<file path="src/rtl/adc_host_pkg.sv">
package adc_host_pkg;

   typedef enum logic [1:0] {
      ST_IDLE   = 2'd0,
      ST_STROBE = 2'd1,
      ST_CONV   = 2'd2,
      ST_BURST  = 2'd3
   } host_state_e;

endpackage

</file>
<file path="src/rtl/adc_host_interval.sv">
// Restartable saturating interval counter: 'expired' goes high LIMIT
// clock edges after the edge on which 'restart' was sampled high.
module adc_host_interval #(
   parameter int unsigned LIMIT = 8,
   parameter int unsigned CW    = $clog2(LIMIT + 1)
) (
   input  logic clk,
   input  logic rst_n,
   input  logic restart,
   output logic expired
);
   if (LIMIT < 1) begin : g_bad_limit
      $error("adc_host_interval: LIMIT must be at least 1");
   end

   logic [CW-1:0] elapsed;

   always_ff @(posedge clk) begin
      if (!rst_n) begin
         elapsed <= CW'(LIMIT);
      end else if (restart) begin
         elapsed <= '0;
      end else if (elapsed != CW'(LIMIT)) begin
         elapsed <= elapsed + 1'b1;
      end
   end

   assign expired = (elapsed == CW'(LIMIT));
endmodule

</file>
<file path="src/rtl/adc_host_sckgen.sv">
// Serial clock generator: after 'start', produces PULSES clock pulses with
// HALF system cycles per phase, starting with a low phase; idles low.
module adc_host_sckgen #(
   parameter int unsigned HALF   = 4,
   parameter int unsigned PULSES = 14
) (
   input  logic clk,
   input  logic rst_n,
   input  logic start,
   output logic sck,
   output logic rise_tick,
   output logic fall_tick,
   output logic last_fall
);
   localparam int unsigned HW = $clog2(HALF + 1);
   localparam int unsigned PW = $clog2(PULSES + 1);

   if (HALF < 1) begin : g_bad_half
      $error("adc_host_sckgen: HALF must be at least 1");
   end
   if (PULSES < 1) begin : g_bad_pulses
      $error("adc_host_sckgen: PULSES must be at least 1");
   end

   logic          active;
   logic [HW-1:0] hcnt;
   logic [PW-1:0] npulse;
   logic          phase_end;

   assign phase_end = active && (hcnt == HW'(HALF - 1));
   assign rise_tick = phase_end && !sck;
   assign fall_tick = phase_end && sck;
   assign last_fall = fall_tick && (npulse == PW'(PULSES - 1));

   always_ff @(posedge clk) begin
      if (!rst_n) begin
         active <= 1'b0;
         hcnt   <= '0;
         npulse <= '0;
         sck    <= 1'b0;
      end else if (start) begin
         active <= 1'b1;
         hcnt   <= '0;
         npulse <= '0;
         sck    <= 1'b0;
      end else if (active) begin
         if (phase_end) begin
            hcnt <= '0;
            sck  <= !sck;
            if (fall_tick) begin
               npulse <= npulse + 1'b1;
            end
            if (last_fall) begin
               active <= 1'b0;
            end
         end else begin
            hcnt <= hcnt + 1'b1;
         end
      end
   end
endmodule

</file>
<file path="src/rtl/adc_host_shifter.sv">
// Paired shift registers: transmit word leaves MSB first (advanced on the
// falling tick), receive word enters MSB first (sampled on the rising tick).
module adc_host_shifter #(
   parameter int unsigned W = 14
) (
   input  logic         clk,
   input  logic         rst_n,
   input  logic         load,
   input  logic [W-1:0] load_word,
   input  logic         shift_out,
   input  logic         sample_in,
   input  logic         ser_in,
   output logic         ser_out,
   output logic [W-1:0] rx_word
);
   if (W < 2) begin : g_bad_w
      $error("adc_host_shifter: W must be at least 2");
   end

   logic [W-1:0] tx_q;

   always_ff @(posedge clk) begin
      if (!rst_n) begin
         tx_q <= '0;
      end else if (load) begin
         tx_q <= load_word;
      end else if (shift_out) begin
         tx_q <= {tx_q[W-2:0], 1'b0};
      end
   end

   always_ff @(posedge clk) begin
      if (!rst_n) begin
         rx_word <= '0;
      end else if (sample_in) begin
         rx_word <= {rx_word[W-2:0], ser_in};
      end
   end

   assign ser_out = tx_q[W-1];
endmodule

</file>
<file path="src/rtl/adc_host_extend.sv">
// Widens a raw result: sign extension in two's-complement mode, zero
// extension otherwise; equal widths pass straight through.
module adc_host_extend #(
   parameter int unsigned IN_W  = 14,
   parameter int unsigned OUT_W = 16
) (
   input  logic [IN_W-1:0]  raw,
   input  logic             signed_mode,
   output logic [OUT_W-1:0] ext
);
   if (OUT_W < IN_W) begin : g_bad_width
      $error("adc_host_extend: OUT_W must not be below IN_W");
   end else if (OUT_W == IN_W) begin : g_pass
      assign ext = raw;
   end else begin : g_widen
      localparam int unsigned PAD = OUT_W - IN_W;
      logic fill;
      assign fill = signed_mode & raw[IN_W-1];
      assign ext  = {{PAD{fill}}, raw};
   end
endmodule

</file>
<file path="src/rtl/adc_host.sv">
module adc_host
   import adc_host_pkg::*;
#(
   parameter int unsigned FRAME_W    = 14,
   parameter int unsigned OUT_W      = 16,
   parameter int unsigned SCK_HALF   = 4,
   parameter int unsigned CNV_HI_CYC = 2,
   parameter int unsigned CONV_CYC   = 320,
   parameter int unsigned CYC_CYC    = 500,
   parameter int unsigned ACQ_CYC    = 180
) (
   input  logic               clk,
   input  logic               rst_n,
   input  logic               start_req,
   input  logic [FRAME_W-1:0] cfg_word,
   input  logic               bipolar,
   output logic               ready,
   output logic               cnv_o,
   output logic               sck_o,
   output logic               din_o,
   input  logic               sdo_i,
   output logic [OUT_W-1:0]   result_data,
   output logic               result_valid,
   output logic               result_signed
);
   if (CNV_HI_CYC < 2) begin : g_bad_strobe
      $error("adc_host: CNV_HI_CYC must be at least 2");
   end
   if (CONV_CYC <= CNV_HI_CYC) begin : g_bad_conv
      $error("adc_host: CONV_CYC must exceed CNV_HI_CYC");
   end
   if (CYC_CYC <= CONV_CYC) begin : g_bad_cycle
      $error("adc_host: CYC_CYC must exceed CONV_CYC");
   end
   if (ACQ_CYC < 2) begin : g_bad_acq
      $error("adc_host: ACQ_CYC must be at least 2");
   end

   localparam int unsigned N_TMR   = 3;
   localparam int unsigned T_STROBE = 0;
   localparam int unsigned T_CONV  = 1;
   localparam int unsigned T_CYCLE = 2;
   localparam int unsigned TMR_LIM [N_TMR] = '{CNV_HI_CYC - 1, CONV_CYC - 1, CYC_CYC - 1};

   host_state_e        state_q;
   logic               accept;
   logic               burst_start;
   logic [N_TMR-1:0]   tmr_exp;
   logic               acq_exp;
   logic               mode_q;
   logic               rise_tick;
   logic               fall_tick;
   logic               last_fall;
   logic [FRAME_W-1:0] rx_word;
   logic [OUT_W-1:0]   widened;

   // ---------------- timing guards ----------------
   for (genvar t = 0; t < N_TMR; t++) begin : g_tmr
      adc_host_interval #(.LIMIT(TMR_LIM[t])) u_tmr (
         .clk     (clk),
         .rst_n   (rst_n),
         .restart (accept),
         .expired (tmr_exp[t])
      );
   end

   adc_host_interval #(.LIMIT(ACQ_CYC - 1)) u_acq (
      .clk     (clk),
      .rst_n   (rst_n),
      .restart (last_fall),
      .expired (acq_exp)
   );

   assign ready       = (state_q == ST_IDLE) && tmr_exp[T_CYCLE] && acq_exp;
   assign accept      = ready && start_req;
   assign burst_start = (state_q == ST_CONV) && tmr_exp[T_CONV];

   // ---------------- serial clock and data ----------------
   adc_host_sckgen #(.HALF(SCK_HALF), .PULSES(FRAME_W)) u_sck (
      .clk       (clk),
      .rst_n     (rst_n),
      .start     (burst_start),
      .sck       (sck_o),
      .rise_tick (rise_tick),
      .fall_tick (fall_tick),
      .last_fall (last_fall)
   );

   adc_host_shifter #(.W(FRAME_W)) u_shift (
      .clk       (clk),
      .rst_n     (rst_n),
      .load      (accept),
      .load_word (cfg_word),
      .shift_out (fall_tick),
      .sample_in (rise_tick),
      .ser_in    (sdo_i),
      .ser_out   (din_o),
      .rx_word   (rx_word)
   );

   adc_host_extend #(.IN_W(FRAME_W), .OUT_W(OUT_W)) u_ext (
      .raw         (rx_word),
      .signed_mode (mode_q),
      .ext         (widened)
   );

   // ---------------- sequencing ----------------
   always_ff @(posedge clk) begin
      if (!rst_n) begin
         state_q       <= ST_IDLE;
         cnv_o         <= 1'b0;
         mode_q        <= 1'b0;
         result_data   <= '0;
         result_valid  <= 1'b0;
         result_signed <= 1'b0;
      end else begin
         result_valid <= 1'b0;
         unique case (state_q)
            ST_IDLE: begin
               if (accept) begin
                  state_q <= ST_STROBE;
                  cnv_o   <= 1'b1;
                  mode_q  <= bipolar;
               end
            end
            ST_STROBE: begin
               if (tmr_exp[T_STROBE]) begin
                  state_q <= ST_CONV;
                  cnv_o   <= 1'b0;
               end
            end
            ST_CONV: begin
               if (tmr_exp[T_CONV]) begin
                  state_q <= ST_BURST;
               end
            end
            ST_BURST: begin
               if (last_fall) begin
                  state_q       <= ST_IDLE;
                  result_data   <= widened;
                  result_valid  <= 1'b1;
                  result_signed <= mode_q;
               end
            end
            default: state_q <= ST_IDLE;
         endcase
      end
   end
endmodule

</file>
<file path="config.mk">
export PLATFORM = sky130hd
export DESIGN_NAME = adc_host
export DESIGN_NICKNAME = d
export VERILOG_FILES = /design/src/rtl/adc_host_pkg.sv /design/src/rtl/adc_host_interval.sv /design/src/rtl/adc_host_sckgen.sv /design/src/rtl/adc_host_shifter.sv /design/src/rtl/adc_host_extend.sv /design/src/rtl/adc_host.sv
export SDC_FILE = /design/constraint.sdc
export NUM_CORES = 1
export LEC_CHECK = 0
export ABC_CLOCK_PERIOD_IN_PS = 2200
export BUFFER_PORTS_ARGS = -buffer_cell sky130_fd_sc_hd__buf_2
export CORE_ASPECT_RATIO = 1.1
export CORE_MARGIN = 1
export CORE_UTILIZATION = 55
export DETAILED_ROUTE_END_ITERATION = 10
export PLACE_DENSITY = 0.74
export SYNTH_ARGS = -nofsm -noshare
export SYNTH_HDL_FRONTEND = slang
export SYNTH_SLANG_ARGS = --single-unit
export TNS_END_PERCENT = 50
</file>
<file path="constraint.sdc">
create_clock -name clk -period 2.2 [get_ports clk]
set_input_delay 0.44 -clock clk [delete_from_list [all_inputs] [get_ports clk]]
set_output_delay 0.44 -clock clk [all_outputs]
set_load 0.02 [all_outputs]
</file>
# [Word-level counts from Yosys, hierarchy flattened]
# Cells that the tools add are included.
[word_totals] regBits=85 inputBits=19 out_inout_bits=22 word_cells=91
[op_classes] n_addsub=6 eq_ne=15 muxes=24 bitwise_logic=2 n_reduce_logical=25
[ops] op="2-to-1 mux 9 bit" count=4
[ops] op="2-to-1 mux 14 bit" count=2
[ops] op="adder 9 x 1 -> 9 bit (second input constant)" count=2
[ops] op="== test 9 bit (second input constant)" count=2
[ops] op="inequality test 9 bit (second input constant)" count=2
[ops] op="2-to-1 mux 8 bit" count=2
[ops] op="nonzero test 2 bit" count=5
[ops] op="2-to-1 mux 1 bit" count=9
[ops] op="adder 8 x 1 -> 8 bit (second input constant)" count=1
[ops] op="== test 8 bit (second input constant)" count=1
[ops] op="logical AND 1 bit" count=8
[ops] op="2-to-1 mux 2 bit" count=4
[ops] op="inequality test 8 bit (second input constant)" count=1
[ops] op="case mux 2 bit (4 select lines)" count=1
[ops] op="AND reduction 2 bit" count=4
[ops] op="AND reduction 3 bit" count=2
[ops] op="OR reduction 2 bit" count=3
[ops] op="adder 4 x 1 -> 4 bit (second input constant)" count=1
[ops] op="== test 2 bit (second input constant)" count=2
[ops] op="== test 4 bit (second input constant)" count=1
[ops] op="inequality test 2 x 1 -> 1 bit (second input constant)" count=2
[ops] op="inequality test 2 bit (second input constant)" count=2
[ops] op="AND reduction 4 bit" count=1
[ops] op="adder 3 x 1 -> 3 bit (second input constant)" count=1
[ops] op="9 further kinds" count=9

# [Depth between registers and ports, before layout]
[logic_depth] word_depth=8 ltp_mapped=9 ltp_nobuf=7

# [Hierarchy]
# A second synthesis with hierarchy kept.
[unflattened] cells_unflattened=431 area_unflattened_um2=4068.9
[by_module_without_submodules] module="adc_host_shifter" instances=1 cells_each=106 area_each_um2=1219.9 seq_area_each_um2=560.5
[by_module_without_submodules] module="adc_host" instances=1 cells_each=109 area_each_um2=919.6 seq_area_each_um2=440.4
[by_module_without_submodules] module="adc_host_interval at g_tmr[1].u_tmr" instances=1 cells_each=55 area_each_um2=495.5 seq_area_each_um2=180.2
[by_module_without_submodules] module="adc_host_interval at g_tmr[2].u_tmr" instances=1 cells_each=48 area_each_um2=462.9 seq_area_each_um2=180.2
[by_module_without_submodules] module="adc_host_sckgen" instances=1 cells_each=48 area_each_um2=421.7 seq_area_each_um2=180.2
[by_module_without_submodules] module="adc_host_interval at u_acq" instances=1 cells_each=46 area_each_um2=399.1 seq_area_each_um2=160.2
[by_module_without_submodules] module="adc_host_extend" instances=1 cells_each=17 area_each_um2=126.4 seq_area_each_um2=0.0
[by_module_without_submodules] module="adc_host_interval at g_tmr[0].u_tmr" instances=1 cells_each=2 area_each_um2=23.8 seq_area_each_um2=20.0

# [Worst setup path before layout]
# Ideal clock, no wire load.
[synth_path] path_kind="reg2reg" from="register g_tmr[1].u_tmr.elapsed[0]" to="register state_q[0]" setup_time_ns=0.116 arrival_time_ns=1.722 required_ns=2.084 setup_slack_ns=0.361 path_stages_with_launch=7 n_path_buf=0 period_less_slack_ns=1.839 path_cell_list="dfxtp_1 > ha_1 > nand2_2 > nor4_4 > o22ai_1 > or4_1 > o211a_1"
[synth_via] elab_chain_cells=3
[synth_lines] item="from (decl)" line="adc_host_interval.sv:16" rtl="logic [CW-1:0] elapsed;"
[synth_lines] item="from (signal assigned)" line="adc_host_interval.sv:20" rtl="elapsed <= CW'(LIMIT);"
[synth_lines] item="from (signal assigned)" line="adc_host_interval.sv:24" rtl="elapsed <= elapsed + 1'b1;"
[synth_lines] item="== test 9 bit" line="adc_host_interval.sv:28" rtl="assign expired = (elapsed == CW'(LIMIT));"
[synth_lines] item="inequality test 2 x 1 -> 1 bit (no line)"
[synth_lines] item="AND reduction 4 bit (no line)"
[synth_lines] item="to (signal assigned)" line="adc_host.sv:110" rtl="state_q <= ST_IDLE;"
[synth_lines] item="to (signal assigned)" line="adc_host.sv:121" rtl="state_q <= ST_STROBE;"
[synth_lines] item="to (signal assigned)" line="adc_host.sv:128" rtl="state_q <= ST_CONV;"
[synth_lines] item="to (decl)" line="adc_host.sv:45" rtl="host_state_e state_q;"
# No other way between the ends.
# A chain may end at the register's enable or synchronous reset.

# [Worst setup path in the final report]
[layout_path] from="register g_tmr[2].u_tmr.elapsed[1]" to="output port ready"
[layout_via] elab_chain_cells=3
[layout_lines] item="from (decl)" line="adc_host_interval.sv:16"
[layout_lines] item="from (signal assigned)" line="adc_host_interval.sv:20"
[layout_lines] item="from (signal assigned)" line="adc_host_interval.sv:24"
[layout_lines] item="== test 9 bit" line="adc_host_interval.sv:28"
[layout_lines] item="logical AND 1 bit (2 in a row)" line="adc_host.sv:74" rtl="assign ready = (state_q == ST_IDLE) && tmr_exp[T_CYCLE] && acq_exp;"
[layout_lines] item="to (decl)" line="adc_host.sv:17" rtl="output logic ready,"
# No other way between the ends.

==> summary.txt <==
Detailed routing
  • Top layer in use: met4
  • Met1 wire length: ~3200 um
  • Metal3 WL: slightly above 300 um
  • WL final: 6890 um
  • DRT antenna net count: 0
  • DR WL met2: between 3000 and 4000 um
  • Initial DRC Count: about 160
  • Remaining DRCs: 0
  • Total iterations of the first detailed-routing run: 4
  • Total number of vias: ~3000
  • Vias per inst: between 5 and 6
  • Routed len/inst: between 10 and 15 um

Timing
  • Clock skew: ~0.0063 ns
  • Max_slew headroom: between 60% and 70%
  • Final count of hold timing violations: 0
  • Fmax achieved: approximately 500 MHz
  • RSZ-0062 raised after global routing: no
  • Final setup fails: 0
  • Setup WS post-layout: ~0.14 ns
  • Tightest Pin Transition: between 0.5 and 0.6 ns
  • TNS Setup: 0 ns
  • Fin Hold WS: 0.326 ns
  • Final Cycle Share: between 90% and 100%
  • Min cycle time layout: ~2 ns
  • Slew Limit Fails: 0

Critical path
  • Worst path bufs/invs: 1
  • Critical Path Source: g_tmr[2].u_tmr.elapsed[1]
  • Worst path slowest cell: dfxtp_1
  • Crit Path Max Fanout: 5
  • CP Class: flop to primary output
  • Required time worst endpoint: roughly 1.8 ns
  • CP Capture Type: primary output
  • Reg2Reg Setup Slack: between 0.3 and 0.4 ns
  • Capturing point of the worst reg2reg path: mode_q
  • CP cell instances: ha_2 -> nand4bb_4 -> nor2_4 -> and3_1 -> buf_2
  • Largest delay share family, worst path: simple AND/OR/NAND/NOR gates
  • Critical path startpoint category: flop
  • Slowest cell delay on critical path: ~0.38 ns
  • Register-to-Register Path Depth: 8
  • Critical Path AT: between 1.5 and 2 ns
  • Reg2reg start: u_acq.elapsed[0]

Clock tree
  • Worst skew pair latency: 0.35 ns
  • CTS tree: done
  • CTS sink cnt: 85
  • Htree depth: 3
  • Clock-pin slew on the worst setup and hold paths: roughly 0.08 ns
  • Max Root-Sink Buffers: 2
  • Root Buffer: clkbuf_8
  • TritonCTS Buffers: 9

Floorplanning
  • Core area: ~0.0063 mm2
  • IO Pins: 41
  • Die area: 0.00698 mm2
  • Die W: 79.8 um
  • Initial core utilization: between 50% and 60%
  • # rows: 30
  • Die Y-Extent: 87.5 um

Final layout
  • Share of cells above drive strength 1: between 10% and 20%
  • Final #Nets: 493
  • Area Growth Syn to Fin: 15.5%
  • Fill cells: between 500 and 600
  • Design area: 0.00423 mm2
  • Commonest non-fill, non-tap cell in the layout: nand2_1
  • Final core utilization: approximately 67%
  • Most frequent cells in the layout: nand2_1, dfxtp_1, buf_2
  • Antenna cells: 0

Worst hold path
  • Hold Crit Class: input pin to flop
  • Hold Path Depth: 2
  • Min-delay src: cfg_word[6]
  • Worst Hold End: u_shift.tx_q[6]

Logic synthesis
  • Synth area leaders: dfxtp_1, nand2_1, a21boi_0, nand3_1, o211a_1
  • Syn. warnings: 0
  • Post-Syn Area: ~0.0037 mm2
  • Top_reg_cell synth: dfxtp_1
  • Number of flops mapped to enable cells by yosys: 0
  • Post-Syn Nets: 450
  • Synth top area share: 46.5%
  • Synth Instances: between 400 and 500
  • Library cells used by synthesis: 39
  • Average cell area after synthesis: between 8 and 9 um2
  • Area leader, netlist: dfxtp_1
  • Post-synthesis sequential area ratio: between 40% and 50%
  • Fraction of registers with async set/reset: 0%
  • Synthesized flop and latch total: 85

Status
  • Outcome: finished, final reports clean

Place
  • Port Buffers: 40
  • DP Area: about 0.0039 mm2
  • Final GP Congestion: about 0.76
  • Place WS: between 0.2 and 0.3 ns
  • HPWL Detailed: about 4600 um

Global routing
  • Vias in the first global route: about 2700
  • Largest net degree at the start of global routing: 32
  • All-Layer GR Usage: a little over a fifth
  • Initial antenna violation count: 0
  • First-pass GRT wire length: 11700 um
  • Global route overflow: 0

Pwr
  • Peak supply drop: around 650 uV
  • Pwr/cell area: 1090 mW/mm2
  • Pleak: approximately 1.9 nW

Run
  • Max Cap Violations: 0
==> sequential cells by signal, indices dropped and copies added, names as in the netlist <==
signal,flops
g_tmr.u_tmr.elapsed,18
result_data,15
u_shift.rx_word,14
u_shift.tx_q,14
u_acq.elapsed,8
u_sck.npulse,4
u_sck.hcnt,3
state_q,2
cnv_o,1
g_tmr.u_tmr.expired,1
mode_q,1
result_signed,1
result_valid,1
u_sck.active,1
u_sck.sck,1
==> through the flow <==
step | cells | power (mW)
5_1_grt | 549 | 4.92
3_3_place_gp | 530 | 3.25
3_5_place_dp | 530 | 3.30
2_1_floorplan | 421 | 3.01
6_report | 549 | 4.60
4_1_cts | 547 | 4.52
==> layer usage <==
layer  GRT usage [%]  vias up
met3            5.45        9
met4            8.12        0
met1            25.2     1353
met5               0        -
met2            37.1       62
li1                -     1505
==> cell usage after synthesis, types with 3 or more instances <==
library cell and number:
o211a_1 14, buf_4 3, buf_2 3, mux2_2 3, xnor2_1 9, nand2_1 108
a21oi_1 3, xor2_1 13, nand3_1 31, o21ai_0 22, nor2_1 24, nand2b_1 3
inv_1 6, mux2i_1 4, a21boi_0 31, clkbuf_1 17, and3_1 3, nand4_1 4
ha_1 10, dfxtp_1 85
==> logic make-up after synthesis <==
kind of cell               count (synthesis)  share of synthesized area [%]
and+or+nand+nor                          192                           24.6
xor gates and xnor gates                  22                           5.27
buffers and inverters                     29                           3.39
adders and majority gates                 10                           3.42
DFF                                       85                           46.5
AOI/OAI and AO/OA                         76                           14.7
muxes                                      7                           2.02
==> timing repair <==
item                       in CTS  in global routing
setup endpoints to repair       1                  1
buffers inserted                1                  2
pin swaps                       1                  2
hold buffers                    0                  0
resized for setup               1                  7
==> how the worst max path moves through the flow <==
| stage | to | slack (ns) | cells past startpoint |
|---|---|---|---|
| finish | ready | 0.14 | 5 |
| global placement | ready | 0.35 | 5 |
| CTS | ready | 0.03 | 5 |
| detailed placement | mode_q | 0.29 | 7 |
| global route | ready | 0.03 | 5 |
| floorplan | state_q[0] | 0.36 | 6 |
==> power breakdown <==
| group | internal, mW | leakage (nW) | switching, mW |
|---|---|---|---|
| combinational | 0.667 | 1.05 | 0.721 |
| clock | 0.668 | 0.112 | 0.542 |
| sequential | 1.80 | 0.689 | 0.203 |
==> cell type report <==
| cell class | instances | area (um2) | area share, % |
|---|---|---|---|
| clock buffers | 10 | 138 | 3.26 |
| clock inverters | 6 | 86.3 | 2.04 |
| repair buffers | 55 | 313 | 7.40 |
| well taps | 80 | 100 | 2.37 |
| multi-input cells | 307 | 1860 | 44.0 |
| inverters | 6 | 22.5 | 0.533 |
| flip-flops and latches | 85 | 1710 | 40.4 |
Power figures use the tool's default switching activity.
